`config.mk`:
```
export PLATFORM = sky130hd
export DESIGN_NAME = diffeq_engine
export DESIGN_NICKNAME = d
export VERILOG_FILES = /design/src/rtl/diffeq_pkg.sv /design/src/rtl/diffeq_mul.sv /design/src/rtl/diffeq_ctrl.sv /design/src/rtl/diffeq_dp.sv /design/src/rtl/diffeq_engine.sv
export SDC_FILE = /design/constraint.sdc
export NUM_CORES = 1
export LEC_CHECK = 0
export ABC_AREA = 1
export CAP_MARGIN = 20
export CORE_ASPECT_RATIO = 0.5
export CORE_MARGIN = 2
export CORE_UTILIZATION = 40
export CTS_CLUSTER_SIZE = 14
export DETAILED_ROUTE_END_ITERATION = 8
export PLACE_DENSITY_LB_ADDON = 0.12
export SYNTH_ARGS = -nofsm -noshare
export SYNTH_HDL_FRONTEND = slang
export SYNTH_HIERARCHICAL = 1
export SYNTH_SLANG_ARGS = --single-unit
```
`constraint.sdc`:
```
create_clock -name clk -period 15.5 [get_ports clk]
set_clock_uncertainty 0.15 [all_clocks]
set_input_delay 1.55 -clock clk [delete_from_list [all_inputs] [get_ports clk]]
set_output_delay 1.55 -clock clk [all_outputs]
set_load 0.01 [all_outputs]
```
`src/rtl/diffeq_pkg.sv`:
```
package diffeq_pkg;

  // Strobes issued by the control FSM to the datapath for one control step.
  typedef struct packed {
    logic load;    // capture inputs, flush multipliers
    logic cmp;     // bound check step (comparator unit)
    logic issueA;  // start 3*x and u*dx
    logic issueB;  // start (3x)*(u dx) and 3*y
    logic issueC;  // start (3y)*dx
    logic addX;    // x + dx
    logic addY;    // y + u*dx
    logic subA;    // u - 3xudx
    logic subB;    // (u - 3xudx) - 3ydx, then commit
  } strobe_t;

endpackage

```
`src/rtl/diffeq_mul.sv`:
```
module diffeq_mul #(
  parameter int W   = 16,
  parameter int LAT = 2
) (
  input  logic         clk,
  input  logic         rst_n,
  input  logic         flush,
  input  logic         go,
  input  logic [W-1:0] opA,
  input  logic [W-1:0] opB,
  output logic         busy,
  output logic [W-1:0] res
);

  localparam int CW = $clog2(LAT) + 1;

  logic [CW-1:0] cnt;
  logic [W-1:0]  aQ;
  logic [W-1:0]  bQ;

  initial begin
    if (LAT < 2) $error("diffeq_mul: LAT must be at least 2");
  end

  always_ff @(posedge clk) begin
    if (!rst_n) begin
      cnt <= '0;
      aQ  <= '0;
      bQ  <= '0;
      res <= '0;
    end else if (flush) begin
      cnt <= '0;
    end else if (go) begin
      aQ  <= opA;
      bQ  <= opB;
      cnt <= CW'(LAT - 1);
    end else if (cnt != '0) begin
      cnt <= cnt - 1'b1;
      if (cnt == CW'(1)) res <= W'(aQ * bQ);
    end
  end

  assign busy = (cnt != '0);

  AST_MUL_NO_OVERLAP: assert property (@(posedge clk) disable iff (!rst_n)
    go |-> !busy);
  AST_MUL_OCCUPIED: assert property (@(posedge clk) disable iff (!rst_n)
    (go && !flush) |=> busy);

endmodule

```
`src/rtl/diffeq_ctrl.sv`:
```
module diffeq_ctrl
  import diffeq_pkg::*;
#(
  parameter int MUL_LAT = 2
) (
  input  logic    clk,
  input  logic    rst_n,
  input  logic    start,
  input  logic    xBelow,
  output strobe_t strb,
  output logic    done
);

  localparam int STEP_B = 1 + MUL_LAT;
  localparam int STEP_C = 1 + 2 * MUL_LAT;
  localparam int LAST   = 1 + 3 * MUL_LAT;
  localparam int SW     = $clog2(LAST + 1);

  typedef enum logic [1:0] { ST_IDLE, ST_RUN, ST_FIN } state_t;

  state_t        state;
  logic [SW-1:0] step;

  always_ff @(posedge clk) begin
    if (!rst_n) begin
      state <= ST_IDLE;
      step  <= '0;
    end else if (start) begin
      state <= ST_RUN;
      step  <= '0;
    end else begin
      case (state)
        ST_RUN: begin
          if (step == '0 && !xBelow) state <= ST_FIN;
          else if (step == SW'(LAST)) step <= '0;
          else step <= step + 1'b1;
        end
        ST_FIN:  state <= ST_IDLE;
        default: state <= ST_IDLE;
      endcase
    end
  end

  always_comb begin
    strb      = '0;
    strb.load = start;
    if (!start && state == ST_RUN) begin
      strb.cmp    = (step == '0);
      strb.issueA = (step == SW'(1));
      strb.addX   = (step == SW'(1));
      strb.issueB = (step == SW'(STEP_B));
      strb.addY   = (step == SW'(STEP_B));
      strb.issueC = (step == SW'(STEP_C));
      strb.subA   = (step == SW'(STEP_C));
      strb.subB   = (step == SW'(LAST));
    end
  end

  assign done = (state == ST_FIN);

  AST_DONE_PULSE: assert property (@(posedge clk) disable iff (!rst_n)
    done |=> !done);
  AST_START_CLEARS: assert property (@(posedge clk) disable iff (!rst_n)
    start |=> !done);

endmodule

```
`src/rtl/diffeq_dp.sv`:
```
module diffeq_dp
  import diffeq_pkg::*;
#(
  parameter int W       = 16,
  parameter int MUL_LAT = 2
) (
  input  logic         clk,
  input  logic         rst_n,
  input  strobe_t      strb,
  input  logic [W-1:0] xIn,
  input  logic [W-1:0] yIn,
  input  logic [W-1:0] uIn,
  input  logic [W-1:0] dxIn,
  input  logic [W-1:0] aIn,
  output logic         xBelow,
  output logic [W-1:0] yRes
);

  localparam int NMUL = 2;
  localparam logic [W-1:0] THREE = W'(3);

  logic [W-1:0] xR, yR, uR, dxR, aR;
  logic [W-1:0] x1R, y1R, tR;
  logic [W-1:0] aluOut;

  logic         mulGo   [NMUL];
  logic [W-1:0] mulA    [NMUL];
  logic [W-1:0] mulB    [NMUL];
  logic [W-1:0] mulRes  [NMUL];
  logic         mulBusy [NMUL];

  // Operand steering for the shared multipliers.
  always_comb begin
    mulGo[0] = strb.issueA | strb.issueB;
    mulA[0]  = strb.issueB ? mulRes[0] : xR;
    mulB[0]  = strb.issueB ? mulRes[1] : THREE;
    mulGo[1] = strb.issueA | strb.issueB | strb.issueC;
    mulA[1]  = strb.issueA ? uR : (strb.issueB ? yR : mulRes[1]);
    mulB[1]  = strb.issueB ? THREE : dxR;
  end

  for (genvar gi = 0; gi < NMUL; gi++) begin : g_mul
    diffeq_mul #(.W(W), .LAT(MUL_LAT)) u_mul (
      .clk   (clk),
      .rst_n (rst_n),
      .flush (strb.load),
      .go    (mulGo[gi]),
      .opA   (mulA[gi]),
      .opB   (mulB[gi]),
      .busy  (mulBusy[gi]),
      .res   (mulRes[gi])
    );
  end

  // Shared adder/subtractor unit.
  always_comb begin
    if (strb.addX)      aluOut = xR + dxR;
    else if (strb.addY) aluOut = yR + mulRes[1];
    else if (strb.subA) aluOut = uR - mulRes[0];
    else if (strb.subB) aluOut = tR - mulRes[1];
    else                aluOut = '0;
  end

  // Comparator unit.
  assign xBelow = ($signed(xR) < $signed(aR));

  always_ff @(posedge clk) begin
    if (!rst_n) begin
      xR  <= '0;
      yR  <= '0;
      uR  <= '0;
      dxR <= '0;
      aR  <= '0;
      x1R <= '0;
      y1R <= '0;
      tR  <= '0;
    end else if (strb.load) begin
      xR  <= xIn;
      yR  <= yIn;
      uR  <= uIn;
      dxR <= dxIn;
      aR  <= aIn;
    end else begin
      if (strb.addX) x1R <= aluOut;
      if (strb.addY) y1R <= aluOut;
      if (strb.subA) tR  <= aluOut;
      if (strb.subB) begin
        xR <= x1R;
        yR <= y1R;
        uR <= aluOut;
      end
    end
  end

  assign yRes = yR;

  AST_OPERANDS_READY: assert property (@(posedge clk) disable iff (!rst_n)
    (strb.issueB || strb.issueC || strb.subA || strb.subB) |-> (!mulBusy[0] && !mulBusy[1]));
  AST_ADDER_LIMIT: assert property (@(posedge clk) disable iff (!rst_n)
    $countones({strb.cmp, strb.addX, strb.addY, strb.subA, strb.subB}) <= 2);
  AST_COMMIT_HOLDS_X: assert property (@(posedge clk) disable iff (!rst_n)
    (!strb.load && !strb.subB) |=> $stable(xR));

endmodule

```
`src/rtl/diffeq_engine.sv`:
```
module diffeq_engine
  import diffeq_pkg::*;
#(
  parameter int W       = 16,
  parameter int MUL_LAT = 2
) (
  input  logic         clk,
  input  logic         rst_n,
  input  logic         start,
  input  logic [W-1:0] xIn,
  input  logic [W-1:0] yIn,
  input  logic [W-1:0] uIn,
  input  logic [W-1:0] dxIn,
  input  logic [W-1:0] aIn,
  output logic [W-1:0] yOut,
  output logic         done
);

  strobe_t strb;
  logic    xBelow;

  diffeq_ctrl #(.MUL_LAT(MUL_LAT)) u_ctrl (
    .clk    (clk),
    .rst_n  (rst_n),
    .start  (start),
    .xBelow (xBelow),
    .strb   (strb),
    .done   (done)
  );

  diffeq_dp #(.W(W), .MUL_LAT(MUL_LAT)) u_dp (
    .clk    (clk),
    .rst_n  (rst_n),
    .strb   (strb),
    .xIn    (xIn),
    .yIn    (yIn),
    .uIn    (uIn),
    .dxIn   (dxIn),
    .aIn    (aIn),
    .xBelow (xBelow),
    .yRes   (yOut)
  );

endmodule

```
Yosys cells after proc, flatten, opt, wreduce, memory -nomap -nowiden
Index checks and enable logic that the tools add are counted.

word-level totals
  bits in registers = 233
  word-level logic and storage cells = 93
  input port bits = 83
  output and inout bits = 17

operators by class
  order comparisons = 1
  bitwise operators = 8
  $add $sub $neg = 7
  eq/ne operators = 9
  $mul = 2
  reductions and logical operators = 22
  muxes and demuxes = 23

operators by type and width
  cell                   number
  $mux W16               14
  $add A16 B16 Y16       2
  $mul A16 B16 Y16       2
  $sub A16 B16 Y16       2
  $lt A16 B16 Y1         1
  $reduce_and A2 Y1      6
  $reduce_bool A2 Y1     5
  $reduce_or A3 Y1       3
  $reduce_and A4 Y1      2
  $mux W1                7
  $mux W7                1
  $eq A2 B1 Y1 const B   3
  $eq A3 B3 Y1 const B   2
  $not A1 Y1             6
  $sub A2 B1 Y2 const B  2
  $add A3 B1 Y3 const B  1
  $eq A3 B1 Y1 const B   1
  $eq A3 B2 Y1 const B   1
  $logic_not A3 Y1       1
  $mux W3                1
  $ne A3 B2 Y1 const B   1
  $eq A2 B2 Y1 const B   1
  $logic_and A1 B1 Y1    2
  $logic_not A1 Y1       2
  other kinds (2)        3

Longest topological paths before layout
  depth after elaboration = 8
  gate-level depth with buffers = 31
  gate-level depth less buffers = 30

Hierarchy
The synthesis kept the hierarchy.

by module, submodules not included
  module                            times used  seq. area each (um^2)  cells an instance  area each (um^2)
  diffeq_dp                         1           2562.5                 1558               9694.3
  diffeq_mul (u_dp.g_mul[0].u_mul)  1           1001.0                 891                6202.2
  diffeq_mul (u_dp.g_mul[1].u_mul)  1           1001.0                 884                6160.9
  diffeq_ctrl                       1           100.1                  54                 377.9

Worst setup path after synthesis
OpenSTA, ideal clock, no wires.

  path type = register to register
  start = register u_dp.g_mul[0].u_mul.bQ[1]
  end = register u_dp.g_mul[0].u_mul.res[15]
  buffers on the path = 2
  required time = 15.233 ns
  period minus slack after synthesis = 5.263 ns
  stages on the path, launching flop included = 23
  library setup time = 0.117 ns
  arrival = 4.996 ns
  setup slack = 10.237 ns
  cells stage by stage = dfxtp_1 > buf_2 > clkbuf_1 > nand2_1 > fa_1 > fa_1 > inv_1 > fa_1 > inv_1 > fa_1 > fa_1 > fa_1 > inv_1 > ha_1 > nand2_1 > inv_1 > nand3_1 > nor4_1 > nor2_1 > nand3_1 > nand2_1 > nor2_1 > nor2_1

between the ends
  longest elaborated chain between the ends = 1

RTL lines
  item                    line              text
  start, declared         diffeq_mul.sv:19  logic [W-1:0] bQ;
  start signal, assigned  diffeq_mul.sv:35  bQ <= opB;
  $mul A16 B16 Y16        diffeq_mul.sv:39  if (cnt == CW'(1)) res <= W'(aQ * bQ);
  end signal, assigned    diffeq_mul.sv:39
  end, declared           diffeq_mul.sv:12  output logic [W-1:0] res

No other way between the ends.
A chain may end at the register's enable or synchronous reset.

Worst setup path in the final report
Same ends and word-level chain as after synthesis.

==> run_results.csv <==
group,metric,value,unit
outcome,status,"finished clean",
power,p_per_area,58.31,nW/um^2
sta,rsz0062_at_grt,"false",
finish,seq_area,4664,um^2
finish,multi_input_area,14410,um^2
worst_setup_path,worstSetupStartpointType,"flip-flop",
worst_setup_path,crit_arrival,5.99,ns
sta,fin_crit,5.694,ns
clocking,post-cts-setup-buffers,0,
sta,finalCritPeriodShare,0.3673,
die,rows,61,
power,ir_worst_vdd,78.66,uV
synth,avgSynthCellArea,6.626,um^2
worst_hold_path,min_from,"u_dp/aR[11]$_SDFFE_PN0P_",
synth,syn_inst,3385,
clocking,htree_levels,1,
drt,drt-initial-drc-count,1649,
die,initial_utilization,0.4042,
sta,fin_tns_setup,0,ns
clocking,clk_pin_slew,0.06,ns
power,leakagePower,0.01347,uW
synth,ys_warn_count,6,
place,preCtsSetupSlack,9.345,ns
finish,nets,3820,
finish,diodes,0,
die,core,55490,um^2
finish,drive_gt1_frac,0.03372,
job,max-cap-violations,0,
worst_setup_path,cp.required,15.79,ns
clocking,cts-hold-fix-buffers,0,
worst_setup_path,r2r-end,"u_dp/g_mul[0].u_mul/res[15]$_SDFFE_PN0P_",
finish,final_cell_area,24700,um^2
place,routabilityCongestion,0.9458,
worst_setup_path,cp_common_cell,"fa_1",
die,die_area,58090,um^2
global_route,antenna_found_initial,0,
clocking,tritoncts,"yes",
die,die_x,338.9,um
sta,worstMarginPinSlew,1.052,ns
die,die_h,171.4,um
clocking,max-clock-path-buffers,3,
sta,final_hold_viol_count,0,
finish,finalCoreUtilization,0.4451,
place,portBuffers,99,
worst_setup_path,critical_path.max_fanout,17,
worst_setup_path,critPathKind,"reg -> reg",
clocking,cts-buffers-inserted,26,
global_route,grt_pass1_vias,19900,
place,hpwl,55930,um
worst_setup_path,cpPeakStageDelay,0.76,ns
global_route,grt_max_degree,83,
clocking,cts.sinks,233,
worst_setup_path,rr_worst_depth,20,
worst_hold_path,min_to,"u_dp/aR[11]$_SDFFE_PN0P_",
worst_setup_path,worst_setup_path_end_kind,"flip-flop",
sta,finalMaxSlewViolations,0,
drt,ant_nets,0,
finish,area_growth,10.13,%
drt,dr.pass1.iters,6,
worst_setup_path,r2r_setup_slack,9.81,ns
sta,setup_viol,0,
clocking,cts-root-buf,"clkbuf_16",
place,placed_area,23810,um^2
global_route,grt_overflow,0,
sta,setup_ws,9.806,ns
drt,finalWirelength,71820,um
worst_setup_path,slowest_stage,"dfxtp_1",
worst_setup_path,regToRegStartpoint,"u_dp/g_mul[0].u_mul/bQ[1]$_SDFFE_PN0P_",
finish,fillerInstances,6000,
worst_setup_path,cpLargestDelayFamily,"adder cells",
drt,via_per_inst,4.995,
sta,slew_headroom,0.2976,
synth,synth_area,22430,um^2
worst_setup_path,cp.buffers_inverters,4,
die,io_pins,100,
clocking,clkLatencyLatePin,0.56,ns
drt,num_vias,20810,
sta,fmax,0.1756,GHz
worst_hold_path,whs_path_depth,2,
synth,synth.net_count,3814,
global_route,grt_usage,0.2488,
global_route,grt_pass1_wl,113100,um
drt,route.detailed.drc,0,
worst_hold_path,hold_path.class,"reg -> reg",
drt,avgRoutedWirePerCell,17.24,um
worst_setup_path,path_cells,"nand2_1 -> fa_1 -> fa_1 -> inv_1 -> fa_1 -> inv_1 -> fa_1 -> fa_1 -> fa_1 -> inv_1 -> ha_1 -> nand2_1 -> inv_1 -> nand3_1 -> nor4_1 -> nor2_1 -> nand3_1 -> nand2_1 -> nor2_1 -> nor2_1",
clocking,cts_resized,0,
[registers in the layout (all words and copies together), names as in the netlist]
name / flops
u_dp/xR: 16
u_dp/g_mul.u_mul/bQ: 32
u_dp/tR: 16
u_dp/g_mul.u_mul/aQ: 32
u_dp/g_mul.u_mul/cnt: 4
u_dp/y1R: 16
u_dp/uR: 16
u_dp/dxR: 16
u_ctrl/state: 2
u_dp/yRes: 16
u_dp/x1R: 16
u_dp/aR: 16
u_ctrl/step: 3
u_dp/g_mul.u_mul/res: 32
[per-stage QoR]
| stage | power [uW] | hold slack [ns] | instances |
|---|---|---|---|
| 2_1_floorplan | 743.9 | 0.2873 | 3385 |
| 5_1_grt | 1496 | 0.3380 | 4166 |
| 3_5_place_dp | 817.2 | 0.3062 | 4117 |
| 6_report | 1440 | 0.3133 | 4166 |
| 4_1_cts | 1447 | 0.3166 | 4164 |
| 3_3_place_gp | 815.9 | 0.3041 | 4117 |
[how the worst max path moves through the flow]
stage                     slack, ns  cells after the start                              startpoint                                        to
after global routing           9.44                     20  u_dp/g_mul[0].u_mul/bQ[1]$_SDFFE_PN0P_  u_dp/g_mul[0].u_mul/res[15]$_SDFFE_PN0P_
after CTS                      9.78                     18  u_dp/g_mul[0].u_mul/bQ[1]$_SDFFE_PN0P_  u_dp/g_mul[0].u_mul/res[14]$_SDFFE_PN0P_
after global placement         9.40                     13                                   start   u_dp/g_mul[1].u_mul/bQ[11]$_SDFFE_PN0P_
after floorplan               10.24                     22  u_dp/g_mul[0].u_mul/bQ[1]$_SDFFE_PN0P_  u_dp/g_mul[0].u_mul/res[15]$_SDFFE_PN0P_
after detailed placement       9.35                     13                                   start   u_dp/g_mul[1].u_mul/bQ[10]$_SDFFE_PN0P_
final                          9.81                     20  u_dp/g_mul[0].u_mul/bQ[1]$_SDFFE_PN0P_  u_dp/g_mul[0].u_mul/res[15]$_SDFFE_PN0P_
[routing by layer]
metal,vias to the layer above,wire length (um),part of all wire,GRT usage
li1,10380,-,-,-
met5,-,0,0,0
met4,0,1363,0.019,0.04502
met3,73,3354,0.047,0.02210
met1,9893,34520,0.48,0.3495
met2,459,32580,0.45,0.4214
[placed cells by master, fill, tap and decap left out, types with 11 or more instances in the layout]
cell type	count
xor2_1	26
xnor2_1	17
dfxtp_1	233
nand3_1	158
o21ai_0	223
ha_1	182
nand2_1	834
a22oi_1	14
clkdlybuf4s50_1	97
o211ai_1	22
nand2_2	19
a21oi_1	214
nor3_1	12
inv_2	11
buf_4	17
o21bai_1	11
nor2_1	308
nand4_1	13
inv_1	701
fa_1	164
nand3b_1	11
clkbuf_16	27
[where the power goes]
part	leakage (uW)	switching, uW	internal [uW]
logic	0.0112	102	67.5
registers	0.00189	23.2	614
clock network	0.000404	272	362
total	0.0135	396	1040
[area by class of cell]
type | count | area share
multi-input combinational | 2298 | 0.5836
timing repair buffer | 117 | 0.04640
sequential | 233 | 0.1889
clock inverter | 11 | 0.004661
inverter | 715 | 0.1087
tap | 756 | 0.03830
clock buffer | 36 | 0.02953
[worst min-delay path: stages, from the launching register on]
cell and delay (ns):
dfxtp_1 0.30, inv_1 0.06, a21oi_1 0.06
No activity file was read; power rests on OpenSTA's default activity.
